**src/rtl/scl_pkg.sv**
```systemverilog
package scl_pkg;
  localparam int SIZE_W = 13;
  localparam int FRAC_W = 13;
  localparam int STEP_W = FRAC_W + 1;
  localparam int CODE_W = 2;
  localparam int HALF_W = CODE_W + STEP_W;
  localparam int WORD_W = 2 * HALF_W;
  localparam int RAT_W  = STEP_W + 1;
  localparam int ERR_W  = 4;

  localparam int ERR_IN    = 0;
  localparam int ERR_OUT   = 1;
  localparam int ERR_RATIO = 2;
  localparam int ERR_OVF   = 3;

  typedef enum logic [1:0] {
    ST_IDLE,
    ST_LOAD,
    ST_DIV
  } seq_state_e;

  typedef struct packed {
    logic [CODE_W-1:0] code;
    logic [STEP_W-1:0] step;
  } axis_res_t;
endpackage

```
**src/rtl/scl_axis_prep.sv**
```systemverilog
module scl_axis_prep
  import scl_pkg::*;
#(
  parameter int MAX_IN    = 4096,
  parameter int MAX_OUT   = 1024,
  parameter int RATIO_SH  = 3,
  parameter int MAX_HALVE = 2
) (
  input  logic [SIZE_W-1:0]        in_size,
  input  logic [SIZE_W-1:0]        out_size,
  input  logic [RAT_W-1:0]         ratio,
  output logic                     bypass,
  output logic [ERR_W-2:0]         lim_err,
  output logic [CODE_W-1:0]        code,
  output logic [SIZE_W+FRAC_W-1:0] dividend,
  output logic [SIZE_W-1:0]        divisor
);
  localparam int DVD_W = SIZE_W + FRAC_W;

  logic [MAX_HALVE:0][SIZE_W-1:0] ws;
  logic [MAX_HALVE:0][CODE_W-1:0] cd;
  logic [SIZE_W:0]                out_x2;
  logic [SIZE_W+RATIO_SH-1:0]     out_sh;
  logic [SIZE_W+RATIO_SH-1:0]     in_ext;
  logic                           e_in, e_out, e_rat;
  logic [SIZE_W-1:0]              ws_m1;

  // a step below 2^STEP_W has the top ratio bit clear
  assign bypass = (ratio != '0) && !ratio[RAT_W-1];

  assign out_x2 = {out_size, 1'b0};
  assign out_sh = {out_size, RATIO_SH'(0)};
  assign in_ext = {RATIO_SH'(0), in_size};

  assign e_in  = (in_size == '0) || (in_size > SIZE_W'(MAX_IN));
  assign e_out = (out_size < SIZE_W'(2)) || (out_size > SIZE_W'(MAX_OUT));
  assign e_rat = (out_sh < in_ext);

  always_comb begin
    lim_err            = '0;
    lim_err[ERR_IN]    = e_in  && !bypass;
    lim_err[ERR_OUT]   = e_out && !bypass;
    lim_err[ERR_RATIO] = e_rat && !bypass;
  end

  assign ws[0] = in_size;
  assign cd[0] = '0;

  // one halving stage per permitted pre-decimation step
  for (genvar g = 0; g < MAX_HALVE; g++) begin : g_halve
    logic shrink;
    assign shrink    = (ws[g] > SIZE_W'(MAX_OUT)) || ({1'b0, ws[g]} >= out_x2);
    assign ws[g+1]   = shrink ? (ws[g] >> 1) : ws[g];
    assign cd[g+1]   = shrink ? (cd[g] + 1'b1) : cd[g];
  end

  assign code  = cd[MAX_HALVE];
  assign ws_m1 = ws[MAX_HALVE] - 1'b1;

  // a rejected or bypassed axis feeds a harmless 0 / 1 division
  assign dividend = (e_in || e_out || e_rat || bypass) ? DVD_W'(0) : {ws_m1, FRAC_W'(0)};
  assign divisor  = (e_in || e_out || e_rat || bypass) ? SIZE_W'(1) : (out_size - 1'b1);
endmodule

```
**src/rtl/scl_restoring_div.sv**
```systemverilog
module scl_restoring_div #(
  parameter int DVD_W = 26,
  parameter int DSR_W = 13
) (
  input  logic             clk,
  input  logic             rst_n,
  input  logic             load,
  input  logic [DVD_W-1:0] dividend,
  input  logic [DSR_W-1:0] divisor,
  output logic             busy,
  output logic [DVD_W-1:0] quotient
);
  localparam int CNT_W = $clog2(DVD_W + 1);

  logic [DSR_W-1:0] rem_q, rem_d;
  logic [DSR_W-1:0] dsr_q, dsr_d;
  logic [DVD_W-1:0] quo_q, quo_d;
  logic [CNT_W-1:0] cnt_q, cnt_d;
  logic [DSR_W:0]   trial;
  logic [DSR_W:0]   diff;
  logic             fits;
  logic             step_en;

  assign step_en = load || (cnt_q != '0);
  assign trial   = {rem_q, quo_q[DVD_W-1]};
  assign diff    = trial - {1'b0, dsr_q};
  assign fits    = (trial >= {1'b0, dsr_q});

  always_comb begin
    rem_d = rem_q;
    dsr_d = dsr_q;
    quo_d = quo_q;
    cnt_d = cnt_q;
    if (load) begin
      rem_d = '0;
      dsr_d = divisor;
      quo_d = dividend;
      cnt_d = CNT_W'(DVD_W);
    end else if (cnt_q != '0) begin
      rem_d = fits ? diff[DSR_W-1:0] : trial[DSR_W-1:0];
      quo_d = {quo_q[DVD_W-2:0], fits};
      cnt_d = cnt_q - 1'b1;
    end
  end

  always_ff @(posedge clk or negedge rst_n) begin
    if (!rst_n) begin
      rem_q <= '0;
      dsr_q <= '0;
      quo_q <= '0;
      cnt_q <= '0;
    end else if (step_en) begin
      rem_q <= rem_d;
      dsr_q <= dsr_d;
      quo_q <= quo_d;
      cnt_q <= cnt_d;
    end
  end

  assign busy     = (cnt_q != '0);
  assign quotient = quo_q;
endmodule

```
**src/rtl/scl_coef_calc.sv**
```systemverilog
module scl_coef_calc
  import scl_pkg::*;
#(
  parameter int MAX_IN    = 4096,
  parameter int MAX_OUT   = 1024,
  parameter int RATIO_SH  = 3,
  parameter int MAX_HALVE = 2
) (
  input  logic              clk,
  input  logic              rst_n,
  input  logic              start,
  input  logic [SIZE_W-1:0] h_in_size,
  input  logic [SIZE_W-1:0] h_out_size,
  input  logic [RAT_W-1:0]  h_ratio,
  input  logic [SIZE_W-1:0] v_in_size,
  input  logic [SIZE_W-1:0] v_out_size,
  input  logic [RAT_W-1:0]  v_ratio,
  output logic              busy,
  output logic              done,
  output logic [ERR_W-1:0]  err_flags,
  output logic [WORD_W-1:0] rsz_word
);
  localparam int DVD_W   = SIZE_W + FRAC_W;
  localparam int LATENCY = 2 * (DVD_W + 2);

  seq_state_e        state_q, state_d;
  logic              axis_q, axis_d;
  logic [SIZE_W-1:0] hi_q, ho_q, vi_q, vo_q;
  logic [RAT_W-1:0]  hr_q, vr_q;
  axis_res_t         hres_q;
  logic [ERR_W-1:0]  acc_q, err_q;
  logic [WORD_W-1:0] word_q;
  logic              done_q, done_d;
  logic              req_en, hres_en, fin_en, word_en;

  logic [SIZE_W-1:0] cur_in, cur_out;
  logic [RAT_W-1:0]  cur_rat;
  logic              p_bypass;
  logic [ERR_W-2:0]  p_err;
  logic [CODE_W-1:0] p_code;
  logic [DVD_W-1:0]  p_dvd;
  logic [SIZE_W-1:0] p_dsr;
  logic              div_load, div_busy;
  logic [DVD_W-1:0]  div_quo;
  logic              ovf;
  logic [ERR_W-1:0]  ax_err, all_err;
  axis_res_t         ax_res;

  assign cur_in  = axis_q ? vi_q : hi_q;
  assign cur_out = axis_q ? vo_q : ho_q;
  assign cur_rat = axis_q ? vr_q : hr_q;

  scl_axis_prep #(
    .MAX_IN   (MAX_IN),
    .MAX_OUT  (MAX_OUT),
    .RATIO_SH (RATIO_SH),
    .MAX_HALVE(MAX_HALVE)
  ) u_prep (
    .in_size (cur_in),
    .out_size(cur_out),
    .ratio   (cur_rat),
    .bypass  (p_bypass),
    .lim_err (p_err),
    .code    (p_code),
    .dividend(p_dvd),
    .divisor (p_dsr)
  );

  assign div_load = (state_q == ST_LOAD);

  scl_restoring_div #(
    .DVD_W(DVD_W),
    .DSR_W(SIZE_W)
  ) u_div (
    .clk     (clk),
    .rst_n   (rst_n),
    .load    (div_load),
    .dividend(p_dvd),
    .divisor (p_dsr),
    .busy    (div_busy),
    .quotient(div_quo)
  );

  // quotient bits above the step field mean the step does not fit
  assign ovf = !p_bypass && (p_err == '0) && (|div_quo[DVD_W-1:STEP_W]);

  always_comb begin
    ax_err          = {1'b0, p_err};
    ax_err[ERR_OVF] = ovf;
    if (p_bypass) begin
      ax_res.code = '0;
      ax_res.step = cur_rat[STEP_W-1:0];
    end else begin
      ax_res.code = p_code;
      ax_res.step = div_quo[STEP_W-1:0];
    end
  end

  assign all_err = acc_q | ax_err;

  always_comb begin
    state_d = state_q;
    axis_d  = axis_q;
    req_en  = 1'b0;
    hres_en = 1'b0;
    fin_en  = 1'b0;
    word_en = 1'b0;
    done_d  = 1'b0;
    case (state_q)
      ST_IDLE: begin
        if (start) begin
          req_en  = 1'b1;
          axis_d  = 1'b0;
          state_d = ST_LOAD;
        end
      end
      ST_LOAD: state_d = ST_DIV;
      ST_DIV: begin
        if (!div_busy) begin
          if (!axis_q) begin
            hres_en = 1'b1;
            axis_d  = 1'b1;
            state_d = ST_LOAD;
          end else begin
            fin_en  = 1'b1;
            word_en = (all_err == '0);
            done_d  = 1'b1;
            state_d = ST_IDLE;
          end
        end
      end
      default: state_d = ST_IDLE;
    endcase
  end

  always_ff @(posedge clk or negedge rst_n) begin
    if (!rst_n) begin
      state_q <= ST_IDLE;
      axis_q  <= 1'b0;
      done_q  <= 1'b0;
    end else begin
      state_q <= state_d;
      axis_q  <= axis_d;
      done_q  <= done_d;
    end
  end

  always_ff @(posedge clk or negedge rst_n) begin
    if (!rst_n) begin
      hi_q <= '0;
      ho_q <= '0;
      hr_q <= '0;
      vi_q <= '0;
      vo_q <= '0;
      vr_q <= '0;
    end else if (req_en) begin
      hi_q <= h_in_size;
      ho_q <= h_out_size;
      hr_q <= h_ratio;
      vi_q <= v_in_size;
      vo_q <= v_out_size;
      vr_q <= v_ratio;
    end
  end

  always_ff @(posedge clk or negedge rst_n) begin
    if (!rst_n) begin
      hres_q <= '0;
      acc_q  <= '0;
    end else if (hres_en) begin
      hres_q <= ax_res;
      acc_q  <= ax_err;
    end
  end

  always_ff @(posedge clk or negedge rst_n) begin
    if (!rst_n) begin
      err_q <= '0;
    end else if (fin_en) begin
      err_q <= all_err;
    end
  end

  always_ff @(posedge clk or negedge rst_n) begin
    if (!rst_n) begin
      word_q <= '0;
    end else if (word_en) begin
      word_q <= {ax_res, hres_q};
    end
  end

  assign busy      = (state_q != ST_IDLE);
  assign done      = done_q;
  assign err_flags = err_q;
  assign rsz_word  = word_q;
endmodule

```
**config.mk**
```make
export PLATFORM = sky130hd
export DESIGN_NAME = scl_coef_calc
export DESIGN_NICKNAME = d
export VERILOG_FILES = /design/src/rtl/scl_pkg.sv /design/src/rtl/scl_axis_prep.sv /design/src/rtl/scl_restoring_div.sv /design/src/rtl/scl_coef_calc.sv
export SDC_FILE = /design/constraint.sdc
export NUM_CORES = 1
export LEC_CHECK = 0
export ABC_AREA = 1
export CAP_MARGIN = 0
export CORE_ASPECT_RATIO = 1.25
export CORE_MARGIN = 5
export CORE_UTILIZATION = 30
export CTS_BUF_LIST = sky130_fd_sc_hd__clkbuf_8
export CTS_CLUSTER_DIAMETER = 80
export DETAILED_ROUTE_END_ITERATION = 10
export PLACE_DENSITY = 0.45
export SLEW_MARGIN = 20
export SYNTH_ARGS = -nofsm -noshare
export SYNTH_HDL_FRONTEND = slang
export SYNTH_SLANG_ARGS = --single-unit
```
**constraint.sdc**
```tcl
create_clock -name clk -period 12.2 [get_ports clk]
set_input_delay 1.83 -clock clk [delete_from_list [all_inputs] [get_ports clk]]
set_output_delay 1.83 -clock clk [all_outputs]
set_load 0.005 [all_outputs]
```
==> summary by stage <==
Detailed routing
The detailed router finished its first iteration with 568 violations. After detailed routing, the average wire length per cell comes to 15.5 µm. The number of iterations in the first detailed-routing pass is 5.

For this block, the routed nets add up to 30500 µm of wire. The detail route stage leaves a number of antenna-violating nets equal to 0. After detailed routing, the number of remaining DRC violations is 0.

The final route contains 9024 vias. The ratio of routed vias to standard cells is 4.59.

GRT
The maximum number of pins on one net before global-route repair is 88. The combined global-route utilization of all metal layers is 0.153. The total congestion overflow is 0. The initial antenna violation count is 0. In the global route stage, met2 resource usage came out at 0.255. The via count of the first global-routing pass came to 9051. The most used routing layer is met2. The first global-routing pass estimated 49800 µm of wire.

The met1 track demand over resource in global routing is 0.206. In the global route stage, met3 resource usage came out at 0.0267.

STA
The final hold violation count is 0. The relative max-transition margin is 0.275. The final period utilization is 0.439. On the final layout, the worst clock skew is 0.0241 ns. At the pin with the least slew margin, the transition time is 1.09 ns. Setup violations remaining at the end of the flow were counted as 0. Setup repair after global routing left no endpoint under its margin. For this run, the top clock speed supported by timing is 0.187 GHz. The final critical-path required period is 5.35 ns. The total count of max-transition violations in the final report was 0. The summed negative setup slack over all endpoints is 0 ns.

Cells and area
Compared with the post-synthesis result, the final layout area differs by 18.6%. The proportion of layout cells with a drive suffix above 1 is 0.0753. The number of fillers in the final layout is 3895. In the final layout, the multi-input gates occupy 4980 µm².

Across the whole layout, storage elements account for 4980 µm². The final cell area excluding filler cells is 12900 µm². The final layout contains 1611 nets.

Yosys
Yosys mapped a number of flops with a built-in enable equal to 0. The warning count from the yosys run is 0. When the netlist entered floorplanning its net count stood at 1516. The share of synthesized area occupied by flip-flops and latches is 0.458. The number of storage elements in the synthesis netlist is 199. The number of distinct library cell variants in the gate-level netlist after synthesis is 53. The proportion of synthesized flip-flops having asynchronous set or reset is 1.00.

The gate count of the mapped netlist is 1379. Among all flip-flop cells after synthesis, the most frequent one is dfrtp_1. After synthesis the cells add up to 10900 µm². The post-synthesis average cell area is 7.89 µm².

Floorplanning
In this run the vertical extent of the chip is 223 µm. After floorplanning, the core was sized to cover 36100 µm². The I/O pin count is 123. The starting utilization of the core area is 0.301. The width of the chip is 180 µm. The die covers 40200 µm². The number of placement rows is 78.

Clock network
The number of resized instances in the post-cts repair step is 0. The number of hold buffers added after cts is 0. The number of clock buffers added by TritonCTS is 17. The count of H-tree levels built during CTS is 4. The TritonCTS clock tree is done.

Clock latency on the worst-skew pair, taken at its later pin, is 0.52 ns. The number of buffers on the longest clock path is 2. The number of sinks driven by the clock tree is 199. Clock tree synthesis selected as its root buffer the cell clkbuf_8.

The post-CTS setup buffer count is 0. After clock tree synthesis, the clock-pin slew on the worst setup and hold paths is 0.12 ns.

Worst setup path
Data on the critical path is required at its endpoint by 12.66 ns. The type of the worst setup path is flip-flop to flip-flop. STA classifies the critical path endpoint as a flip-flop. In this run the worst path has a maximum fanout of 46.

The launching element type of the critical path is a flip-flop. The arrival time reported for the critical path endpoint is 5.81 ns.

Power
Power spread over the standard cell area amounts to 275 nW/µm². Summed over all cells, the static leakage comes to 0.00620 µW. The worst ir drop on vdd is 92.7 µV.

Place
The instance area at placement is 12500 µm². The count of input and output buffers is 122. The placed wire-length estimate after detailed placement is 22600 µm. The congestion estimate from routability-driven global placement came to 0.840.

Outcome
The run finished with clean final reports.

Flow run
Max-cap violations in this run came to 0.

Worst hold path
The class of the worst hold path is flip-flop to flip-flop.
logic make-up (layout without fill, tap and decap cells):
kind of cell               Yosys count  after routing  synth area share
AOI/OAI and AO/OA                  228            228             0.118
xor gates and xnor gates            21             21            0.0169
adders and majority gates           52             52            0.0605
buffers and inverters              224            332            0.0844
DFF                                199            199             0.458
muxes                                8              8           0.00736
other                                1              2          0.000345
and+or+nand+nor                    646            646             0.254
where the power goes:
part / internal, µW / switching [µW]
logic: 716 / 1380
registers: 901 / 118
clock network: 157 / 283
routing by layer:
metal | vias to the layer above | wire length [µm]
li1 | 4614 | -
met1 | 4216 | 14100
met2 | 165 | 14800
met3 | 29 | 989
met4 | 0 | 566
met5 | - | 0
Yosys cell counts (3+ instances only):
cell / number / area (µm²)
nand4_1: 13 / 81.3
ha_1: 51 / 638
nor2_4: 4 / 45.0
buf_1: 3 / 11.3
o221ai_1: 4 / 35.0
buf_2: 8 / 40.0
inv_1: 162 / 608
nor2_2: 4 / 25.0
nand3_2: 4 / 40.0
nand3_1: 52 / 260
a21oi_1: 44 / 220
mux2i_1: 8 / 80.1
buf_4: 4 / 30.0
o21ai_2: 5 / 43.8
xor2_1: 16 / 140
nor3_1: 11 / 55.1
o21ai_0: 93 / 465
xnor2_1: 5 / 43.8
nor2_1: 57 / 214
nand2_4: 3 / 33.8
buf_6: 4 / 45.0
inv_2: 7 / 26.3
clkbuf_1: 33 / 124
nand2_1: 453 / 1700
o21ai_1: 28 / 140
or2_2: 19 / 119
dfrtp_1: 199 / 4980
nand2_2: 17 / 106
a32o_1: 3 / 30.0
o22ai_1: 34 / 213
flip-flops by register name (all words and copies together) (netlist names), 5 cells and up:
| signal | cells |
|---|---|
| rsz_word | 32 |
| u_div.quotient | 26 |
| hres_q | 16 |
| hr_q | 15 |
| vr_q | 15 |
| hi_q | 13 |
| ho_q | 13 |
| u_div.dsr_q | 13 |
| u_div.rem_q | 13 |
| vi_q | 13 |
| vo_q | 13 |
| u_div.cnt_q | 5 |
final cells by class:
type / count / area share
sequential: 199 / 0.386
clock inverter: 15 / 0.0142
multi-input combinational: 956 / 0.386
timing repair buffer: 130 / 0.0996
clock buffer: 17 / 0.0181
inverter: 170 / 0.0494
antenna: 1 / 0.000194
tap: 480 / 0.0465
critical path, cell delays in order (launching register included):
cell and delay, ns:
dfrtp_2 0.43, buf_4 0.29, o21ai_0 0.72, ha_1 0.38, a21o_1 0.18, nor2_1 0.09
nand2_1 0.08, a21oi_2 0.18, nand3_4 0.22, o21ai_1 0.40, inv_1 0.13, ha_1 0.29
nand2_1 0.05, inv_1 0.04, nand2_1 0.04, nand2_1 0.07, nand2_1 0.25, nand2_2 0.32
nand2_1 0.08, nand2_1 0.13, ha_1 0.22, nand3_2 0.11, nor2_4 0.17, inv_2 0.06
o21ai_1 0.11, nand3_1 0.08, nand2_1 0.09
final timing paths:
check | startpoint | to | slack (ns) | cells after the start
worst max register to register | axis_q | u_div.quotient[19] | 6.85 | 26
worst min register to register | vr_q[2] | vr_q[2] | 0.48 | 2
worst max-delay path | axis_q | u_div.quotient[19] | 6.85 | 26
worst min-delay path | vr_q[2] | vr_q[2] | 0.48 | 2
max in group asynchronous | rst_n | hr_q[2] | 9.47 | 2
min in group asynchronous | rst_n | vi_q[6] | 1.35 | 1
layout by cell type, fill, tap and decap left out, drive strengths merged, types with 16 or more instances in the layout:
master,count
xor2,16
clkdlybuf4s50,121
o22ai,34
inv,174
a21oi,47
ha,51
or2,21
clkbuf,18
nand3,57
nand2,473
nor2,65
o21ai,126
dfrtp,199
per-stage QoR:
step	instances	utilization	power, µW	hold slack, ns	worst slack [ns]
final	1968	0.357	3550	0.485	6.85
after global routing	1967	0.357	3930	0.503	6.41
after CTS	1967	0.357	3590	0.487	6.83
after detailed placement	1935	0.346	3130	0.460	6.86
after global placement	1935	0.346	3120	0.456	6.63
after floorplan	1379	-	2590	0.441	7.73
Note: power is estimated with default switching activity, not from simulation.
